===== src/rtl/txq_pkg.sv =====
package txq_pkg;
  typedef enum logic {
    IRQ_ON_SLOT  = 1'b0,
    IRQ_ON_DRAIN = 1'b1
  } irq_mode_e;

  typedef struct packed {
    logic pop;
    logic drained;
  } txq_evt_t;
endpackage


===== src/rtl/txq_store.sv =====
module txq_store #(
  parameter int DW    = 8,
  parameter int DEPTH = 4
) (
  input  logic          clk,
  input  logic          rst,
  input  logic          push,
  input  logic [DW-1:0] push_data,
  input  logic          pop,
  output logic [DW-1:0] head_q,
  output logic          empty,
  output logic          drained,
  output logic          ovf_q
);
  localparam int AW = (DEPTH > 1) ? $clog2(DEPTH) : 1;
  localparam int CW = $clog2(DEPTH + 1);
  localparam logic [AW-1:0] LAST = AW'(DEPTH - 1);

  logic [DW-1:0] mem [DEPTH];
  logic [AW-1:0] wr_ptr, rd_ptr;
  logic [CW-1:0] cnt, cnt_nx;
  logic          full, take, do_pop;

  assign empty  = (cnt == '0);
  assign full   = (cnt == CW'(DEPTH));
  assign do_pop = pop && !empty;
  assign take   = push && (!full || do_pop);

  always_comb begin
    cnt_nx = cnt;
    if (take && !do_pop)      cnt_nx = cnt + 1'b1;
    else if (!take && do_pop) cnt_nx = cnt - 1'b1;
  end

  assign drained = do_pop && (cnt_nx == '0);

  // storage without reset so it can map onto block RAM
  always_ff @(posedge clk) begin
    if (take) mem[wr_ptr] <= push_data;
    if (do_pop) head_q <= mem[rd_ptr];
  end

  always_ff @(posedge clk) begin
    if (rst) begin
      wr_ptr <= '0;
      rd_ptr <= '0;
      cnt    <= '0;
      ovf_q  <= 1'b0;
    end else begin
      cnt   <= cnt_nx;
      ovf_q <= push && !take;
      if (take)   wr_ptr <= (wr_ptr == LAST) ? '0 : wr_ptr + 1'b1;
      if (do_pop) rd_ptr <= (rd_ptr == LAST) ? '0 : rd_ptr + 1'b1;
    end
  end

  assert_level_bound_R2: assert property (@(posedge clk) disable iff (rst)
    cnt <= CW'(DEPTH));
  assert_drop_only_full_R4: assert property (@(posedge clk) disable iff (rst)
    ovf_q |-> $past(full));
  assert_full_pop_accepts_R4: assert property (@(posedge clk) disable iff (rst)
    (full && push && do_pop) |=> full);
endmodule


===== src/rtl/txq_loader.sv =====
module txq_loader (
  input  logic clk,
  input  logic rst,
  input  logic sr_busy,
  input  logic q_empty,
  output logic pop,
  output logic load_q
);
  assign pop = !sr_busy && !q_empty;

  always_ff @(posedge clk) begin
    if (rst) load_q <= 1'b0;
    else     load_q <= pop;
  end

  assert_load_when_idle_R3: assert property (@(posedge clk) disable iff (rst)
    load_q |-> $past(!sr_busy));
endmodule


===== src/rtl/txq_irq.sv =====
module txq_irq
  import txq_pkg::*;
(
  input  logic      clk,
  input  logic      rst,
  input  txq_evt_t  evt,
  input  irq_mode_e mode,
  input  logic      ie,
  input  logic      clr,
  output logic      pend_q
);
  logic hit;

  always_comb begin
    case (mode)
      IRQ_ON_DRAIN: hit = evt.drained;
      default:      hit = evt.pop;
    endcase
  end

  always_ff @(posedge clk) begin
    if (rst) pend_q <= 1'b0;
    else if (ie && hit) pend_q <= 1'b1;
    else if (clr)       pend_q <= 1'b0;
  end

  assert_raise_needs_enable_R7: assert property (@(posedge clk) disable iff (rst)
    $rose(pend_q) |-> $past(ie));
  assert_clear_has_cause_R9: assert property (@(posedge clk) disable iff (rst)
    $fell(pend_q) |-> $past(clr));
endmodule


===== src/rtl/tx_drain_irq.sv =====
module tx_drain_irq
  import txq_pkg::*;
#(
  parameter int DW    = 8,
  parameter int DEPTH = 4
) (
  input  logic          clk,
  input  logic          rst,
  input  logic          wr_en,
  input  logic [DW-1:0] wr_data,
  input  logic          irq_mode,
  input  logic          tx_ie,
  input  logic          pend_clr,
  input  logic          sr_busy,
  output logic          sr_load,
  output logic [DW-1:0] sr_data,
  output logic          irq_pend,
  output logic          overrun
);
  logic     q_empty, q_drained, pop;
  txq_evt_t evt;

  txq_store #(.DW(DW), .DEPTH(DEPTH)) u_store (
    .clk(clk), .rst(rst), .push(wr_en), .push_data(wr_data), .pop(pop),
    .head_q(sr_data), .empty(q_empty), .drained(q_drained), .ovf_q(overrun)
  );

  txq_loader u_loader (
    .clk(clk), .rst(rst), .sr_busy(sr_busy), .q_empty(q_empty),
    .pop(pop), .load_q(sr_load)
  );

  assign evt.pop     = pop;
  assign evt.drained = q_drained;

  txq_irq u_irq (
    .clk(clk), .rst(rst), .evt(evt), .mode(irq_mode_e'(irq_mode)),
    .ie(tx_ie), .clr(wr_en || pend_clr), .pend_q(irq_pend)
  );

  assert_raise_with_load_R10: assert property (@(posedge clk) disable iff (rst)
    $rose(irq_pend) |-> sr_load);
  assert_drain_mode_empty_R6: assert property (@(posedge clk) disable iff (rst)
    ($rose(irq_pend) && $past(irq_mode)) |-> q_empty);
  assert_load_single_R3: assert property (@(posedge clk) disable iff (rst)
    sr_load |-> $past(!q_empty));
endmodule


===== config.mk =====
export PLATFORM = sky130hd
export DESIGN_NAME = tx_drain_irq
export DESIGN_NICKNAME = d
export VERILOG_FILES = /design/src/rtl/txq_pkg.sv /design/src/rtl/txq_store.sv /design/src/rtl/txq_loader.sv /design/src/rtl/txq_irq.sv /design/src/rtl/tx_drain_irq.sv
export SDC_FILE = /design/constraint.sdc
export NUM_CORES = 1
export LEC_CHECK = 0
export ABC_AREA = 1
export BUFFER_PORTS_ARGS = -buffer_cell sky130_fd_sc_hd__buf_2
export CAP_MARGIN = 20
export CORE_MARGIN = 3
export CORE_UTILIZATION = 45
export CTS_CLUSTER_SIZE = 25
export DETAILED_ROUTE_END_ITERATION = 10
export GPL_TIMING_DRIVEN = 0
export PLACE_DENSITY_LB_ADDON = 0.2
export SYNTH_ARGS = -nofsm -noshare
export SYNTH_HDL_FRONTEND = slang
export SYNTH_SLANG_ARGS = --single-unit

===== constraint.sdc =====
create_clock -name clk -period 2.5 [get_ports clk]
set_clock_uncertainty 0.05 [all_clocks]
set_input_delay 0.5 -clock clk [delete_from_list [all_inputs] [get_ports clk]]
set_output_delay 0.5 -clock clk [all_outputs]
set_load 0.01 [all_outputs]

==> results of run 1 <==
==> cells by family (layout without fill, tap and decap cells) <==
group / Yosys count / count (layout)
flops: 50 / 50
fa+ha+maj: 8 / 8
xor+xnor: 1 / 1
compound gates: 35 / 35
simple gates: 54 / 54
buf+inv: 22 / 54
==> power groups by stage <==
stage / sequential [mW] / clock (mW) / combinational [mW]
after detailed placement: 1.05 / 0 / 0.366
after CTS: 1.03 / 0.496 / 0.370
after floorplan: 1.05 / 0 / 0.237
final: 1.03 / 0.488 / 0.368
after global routing: 1.04 / 0.540 / 0.420
after global placement: 1.05 / 0 / 0.347
==> synthesized netlist by cell type, drive strengths merged <==
cell and n:
inv 18, o21ai 19, ha 8, nor3 1
edfxtp 40, clkbuf 3, buf 1, nand3b 1
dfxtp 10, nor2 27, a211oi 1, xnor2 1
a21oi 7, o22ai 8, nand4 2, nand2 16
nand3 7
==> layout make-up <==
class / instances / area, um2 / share of cell area
buffer: 4 / 16.27 / 0.006967
clock buffer: 5 / 68.82 / 0.02947
clock inverter: 3 / 26.28 / 0.01125
inverter: 18 / 67.56 / 0.02894
multi-input combinational: 98 / 571.8 / 0.2449
sequential: 50 / 1401 / 0.6002
tap: 50 / 62.56 / 0.02680
timing repair buffer: 24 / 120.1 / 0.05145
==> registers in the layout, indices dropped and copies added (netlist names) <==
signal,flops
u_store.ovf_q,1
u_store.head_q,8
u_store.mem,32
u_irq.pend_q,1
u_loader.load_q,1
u_store.cnt,3
u_store.rd_ptr,2
u_store.wr_ptr,2
==> metal layers <==
metal  up-vias  share of wire  track usage
met5         -              0            0
met4         0          0.018      0.07243
met3         6          0.044      0.04104
met2        30           0.48       0.2671
met1       641           0.46       0.1982
li1        655              -            -
==> worst max-delay path, delay by kind of cell (launching register included) <==
kind	cells	cell delay (ps)
simple gates	3	1080
fa+ha+maj	1	270
flops	1	410
buf+inv	1	100
==> per-stage QoR <==
step	hold slack (ps)	util	instance area, um2	instances
2_1_floorplan	439.9	-	2046	170
3_3_place_gp	431.0	0.5304	2228	244
3_5_place_dp	442.0	0.5304	2228	244
4_1_cts	334.3	0.5539	2327	252
5_1_grt	331.8	0.5557	2335	252
6_report	340.0	0.5557	2335	252
==> worst paths after layout <==
kind / from / to / slack [ps] / depth (start not counted)
max: u_store.cnt[0] / u_store.mem[2][2] / 230 / 5
min: wr_data[1] / u_store.mem[3][1] / 340 / 1
max reg2reg: u_store.cnt[0] / u_store.mem[2][2] / 230 / 5
min reg2reg: u_irq.pend_q / u_irq.pend_q / 450 / 2
==> repair_timing <==
action / 4_1_cts / 5_1_grt
gates resized for setup: 1 / 3
hold buffers: 0 / 0
endpoints found under the hold margin: 0 / 0
setup endpoints to repair: 1 / 16
==> impl_metrics.tcl, run 1 <==
set metrics [dict create \
    port_buffers 24 \
    insertion_delay_ps 320 \
    min_path_type "input port to flop" \
    syn_inst 170 \
    yosys.area_share.simple 0.1254 \
    startpoint_type "flop" \
    drtIter0Drc 41 \
    mostFrequentLayoutCell "edfxtp_1" \
    place.gp.congestion 0.8341 \
    tightest_slew_ps 744.9 \
    crit_arrival_ps 2170 \
    powerDensity_mw_per_mm2 807.1 \
    ys_warn_count 0 \
    clkPwrFrac 0.259 \
    grt-ovfl-total 0 \
    leakagePower_nw 0.9062 \
    required_ps 2400 \
    area_growth_pct 14.13 \
    route.detailed.drc 0 \
    fillers 367 \
    grt_use_total 0.1613 \
    tns_ps 0 \
    layout_common_cells "40 x edfxtp_1, 25 x buf_2, 23 x nor2_1, 19 x o21ai_0, 16 x inv_1" \
    ctsHtreeMaxLevel 2 \
    dieWidth_um 73.43 \
    pin_count 26 \
    power_mw 1.884 \
    numCtsBuffers 5 \
    grt_pass1_wl_mm 6.279 \
    routed_wl_mm 3.837 \
    core_area_mm2 0.004202 \
    endpoint_kind "flop" \
    path_class "flop to flop" \
    synth_nets 193 \
    p_switching_uw 561.8 \
    nNetsFinal 224 \
    layout-drive-gt1-share 0.2277 \
    synth.area.top_cells "edfxtp_1 59%, dfxtp_1 9.8%, ha_1 4.9%, nor2_1 4.8%, o21ai_0 4.6%" \
    fmax_ghz 0.4397 \
    post-place-ws_ps 48.90 \
    slew_headroom 0.5016 \
    postRouteAntennaNets 0 \
    cts_tree "yes" \
    clock_path_buffers 2 \
    hold_viol_final 0 \
    p_seq_frac 0.546 \
    ys_seq_area_frac 0.6850 \
    post_cts_buffers 0 \
    synth_fa_ha_area_frac 0.04893 \
    muxShareOfSynthArea 0 \
    die_area_mm2 0.005391 \
    antenna_found_initial 0 \
    synthXorXnorAreaFrac 0.004281 \
    cts-root-buf "clkbuf_8" \
    clk_pin_slew_ps 100 \
    wire_per_inst_um 15.23 \
    row_count 23 \
    drt-vias-per-instance 5.286 \
    ir_drop_mv 0.4153 \
    antennaDiodeCount 0 \
    fp.dieH_um 73.43 \
    slowest_delay_ps 640 \
    p_int_mw 1.323 \
    maxCapViolCount 0 \
    power_frac_comb 0.195 \
    initial_utilization 0.4869 \
    synth_compound_area_frac 0.09541 \
    yosys.area.top_type "edfxtp_1" \
    rsz0062_at_grt "false" \
    p_sw_frac 0.2982 \
    setup-violations-final 0 \
    cp_cell_sequence "inv_1, ha_1, nand3_1, nand2_1, nor2_1" \
    cts_num_sinks 50 \
    grt_max_degree 19 \
    period_share 0.9097 \
    cpMaxStageDelayCell "nor2_1" \
    hpwlAfterDp_mm 2.575 \
    grt_pass1_vias 1347 \
    crit_fanout 8 \
    vias 1332 \
    ys_ff_latch 50 \
    first_pass_iters 4 \
    min_period_ps 2274 \
    synth_top_family_by_area "simple AND/OR/NAND/NOR gates" \
    status "complete, no violations" \
    slew_violations 0 \
    yosysTopAreaCellShare 0.5872 \
    syn_area_per_cell_um2 12.03 \
    ys_types 23 \
    setup_ws_ps 225.8 \
    netlist_area_mm2 0.002046 \
]
Note: power is estimated with default switching activity, not from simulation.
==> run 2: changes to the inputs <==
CORE_UTILIZATION = 42   (was 45)
==> impl_metrics.tcl, run 2 (synthesis results as in run 1) <==
set metrics [dict create \
    grt_use_total 0.1466 \
    top_regs "u_store.mem: 32 flops, u_store.head_q: 8 flops, u_store.cnt: 3 flops" \
    grt_max_degree 15 \
    vias 1333 \
    required_ps 2380 \
    hp-start "wr_data[4]" \
    regMostFlops "u_store.mem" \
    ctsHtreeMaxLevel 2 \
    die_area_mm2 0.005744 \
    layout-drive-gt1-share 0.2129 \
    cp_cell_sequence "inv_1, ha_1, nand3_1, nand2_1, nor2_1" \
    clk_pin_slew_ps 90 \
    status "complete, no violations" \
    cpMaxStageDelayCell "nor2_1" \
    grt_pass1_vias 1236 \
    fmax_ghz 0.4388 \
    tns_ps 0 \
    setup_ws_ps 221.3 \
    wire_per_inst_um 14.27 \
    slew_violations 0 \
    period_share 0.9115 \
    min_path_type "input port to flop" \
    maxCapViolCount 0 \
    worst_r2r_endpoint "u_store.mem[3][2]" \
    path_class "flop to flop" \
    power_mw 1.926 \
    mostFrequentLayoutCell "edfxtp_1" \
    setup-violations-final 0 \
    area_growth_pct 15.41 \
    layout_common_cells "40 x edfxtp_1, 26 x nor2_1, 25 x buf_2, 19 x o21ai_0, 16 x inv_1" \
    core_area_mm2 0.004534 \
    row_count 24 \
    route.detailed.drc 0 \
    drt-vias-per-instance 4.993 \
    pin_count 26 \
    slew_headroom 0.4445 \
    rsz0062_at_grt "false" \
    insertion_delay_ps 300 \
    worst-path-buf-inv 1 \
    place.gp.congestion 0.8450 \
    antenna_found_initial 0 \
    numCtsBuffers 5 \
    reg2reg_depth 5 \
    powerDensity_mw_per_mm2 815.9 \
    antennaDiodeCount 0 \
    cts-root-buf "clkbuf_8" \
    initial_utilization 0.4512 \
    dieWidth_um 75.79 \
    fp.dieH_um 75.79 \
    multi_input_area_um2 564.3 \
    startpoint_type "flop" \
    port_buffers 24 \
    leakagePower_nw 0.9151 \
    postRouteAntennaNets 0 \
    holdPathStages 1 \
    critPathTopFamily "simple AND/OR/NAND/NOR gates" \
    r2r-start "u_store.cnt[0]" \
    endpoint_kind "flop" \
    grt-ovfl-total 0 \
    cts_hold_buf 0 \
    whs_endpoint "u_store.mem[2][4]" \
    tightest_slew_ps 830.1 \
    post_cts_buffers 0 \
    routed_wl_mm 3.811 \
    min_period_ps 2279 \
    cts_num_sinks 50 \
    first_pass_iters 4 \
    crit_arrival_ps 2160 \
    clock_path_buffers 2 \
    nNetsFinal 224 \
    path_depth 5 \
    hold_viol_final 0 \
    hpwlAfterDp_mm 2.570 \
    ir_drop_mv 0.4106 \
    cts_resized 0 \
    largest_reg_flops 32 \
    drtIter0Drc 143 \
    slowest_delay_ps 680 \
    crit_fanout 8 \
    post-place-ws_ps 127.9 \
    r2r_slack_ps 220 \
    fillers 398 \
    hold_slack_ps 365.1 \
    cts_tree "yes" \
    regArea_mm2 0.001401 \
    grt_pass1_wl_mm 5.968 \
]
==> run 2: changes by cell type in the layout (fill, tap and decap cells not counted), sizes merged <==
cell / delta
inv: -2
clkinv: -1
clkbuf: +3
==> run 2: per-stage QoR <==
stage / util / cell area, um2 / std cells
floorplan: - / 2046 / 170
global placement: 0.4956 / 2247 / 259
detailed placement: 0.4956 / 2247 / 259
CTS: 0.5199 / 2357 / 267
global route: 0.5207 / 2361 / 267
finish: 0.5207 / 2361 / 267
==> run 2: routing by layer <==
layer / routed length, um / vias up / global-route usage / share of wire
li1: - / 658 / - / -
met1: 1723 / 637 / 0.1940 / 0.45
met2: 1883 / 36 / 0.2281 / 0.49
met3: 183 / 2 / 0.04222 / 0.048
met4: 21 / 0 / 0.05631 / 0.0055
met5: 0 / - / 0 / 0
==> run 2: final cells by class <==
cell class	count	share of cell area
Inverter	18	0.02862
Multi-Input combinational cell	98	0.2390
Clock buffer	8	0.04664
Timing Repair Buffer	24	0.05087
Tap cell	65	0.03445
Sequential cell	50	0.5935
Buffer	4	0.006889
==> run 2: worst max-delay path by stage <==
stage                               from                end  slack (ps)
final                     u_store.cnt[0]  u_store.mem[3][2]         220
after global routing      u_store.cnt[0]  u_store.mem[3][7]          70
after CTS                 u_store.cnt[0]       u_irq.pend_q         110
after detailed placement  u_store.cnt[0]       u_irq.pend_q         130
after global placement    u_store.cnt[0]       u_irq.pend_q         230
after floorplan           u_store.cnt[0]       u_irq.pend_q         620
==> run 2: where the power goes <==
part	switching, mW	total (mW)	leakage [nW]	internal, mW
clock	0.253	0.533	0.0575	0.280
sequential	0.0362	1.03	0.451	0.992
combinational	0.242	0.365	0.407	0.124
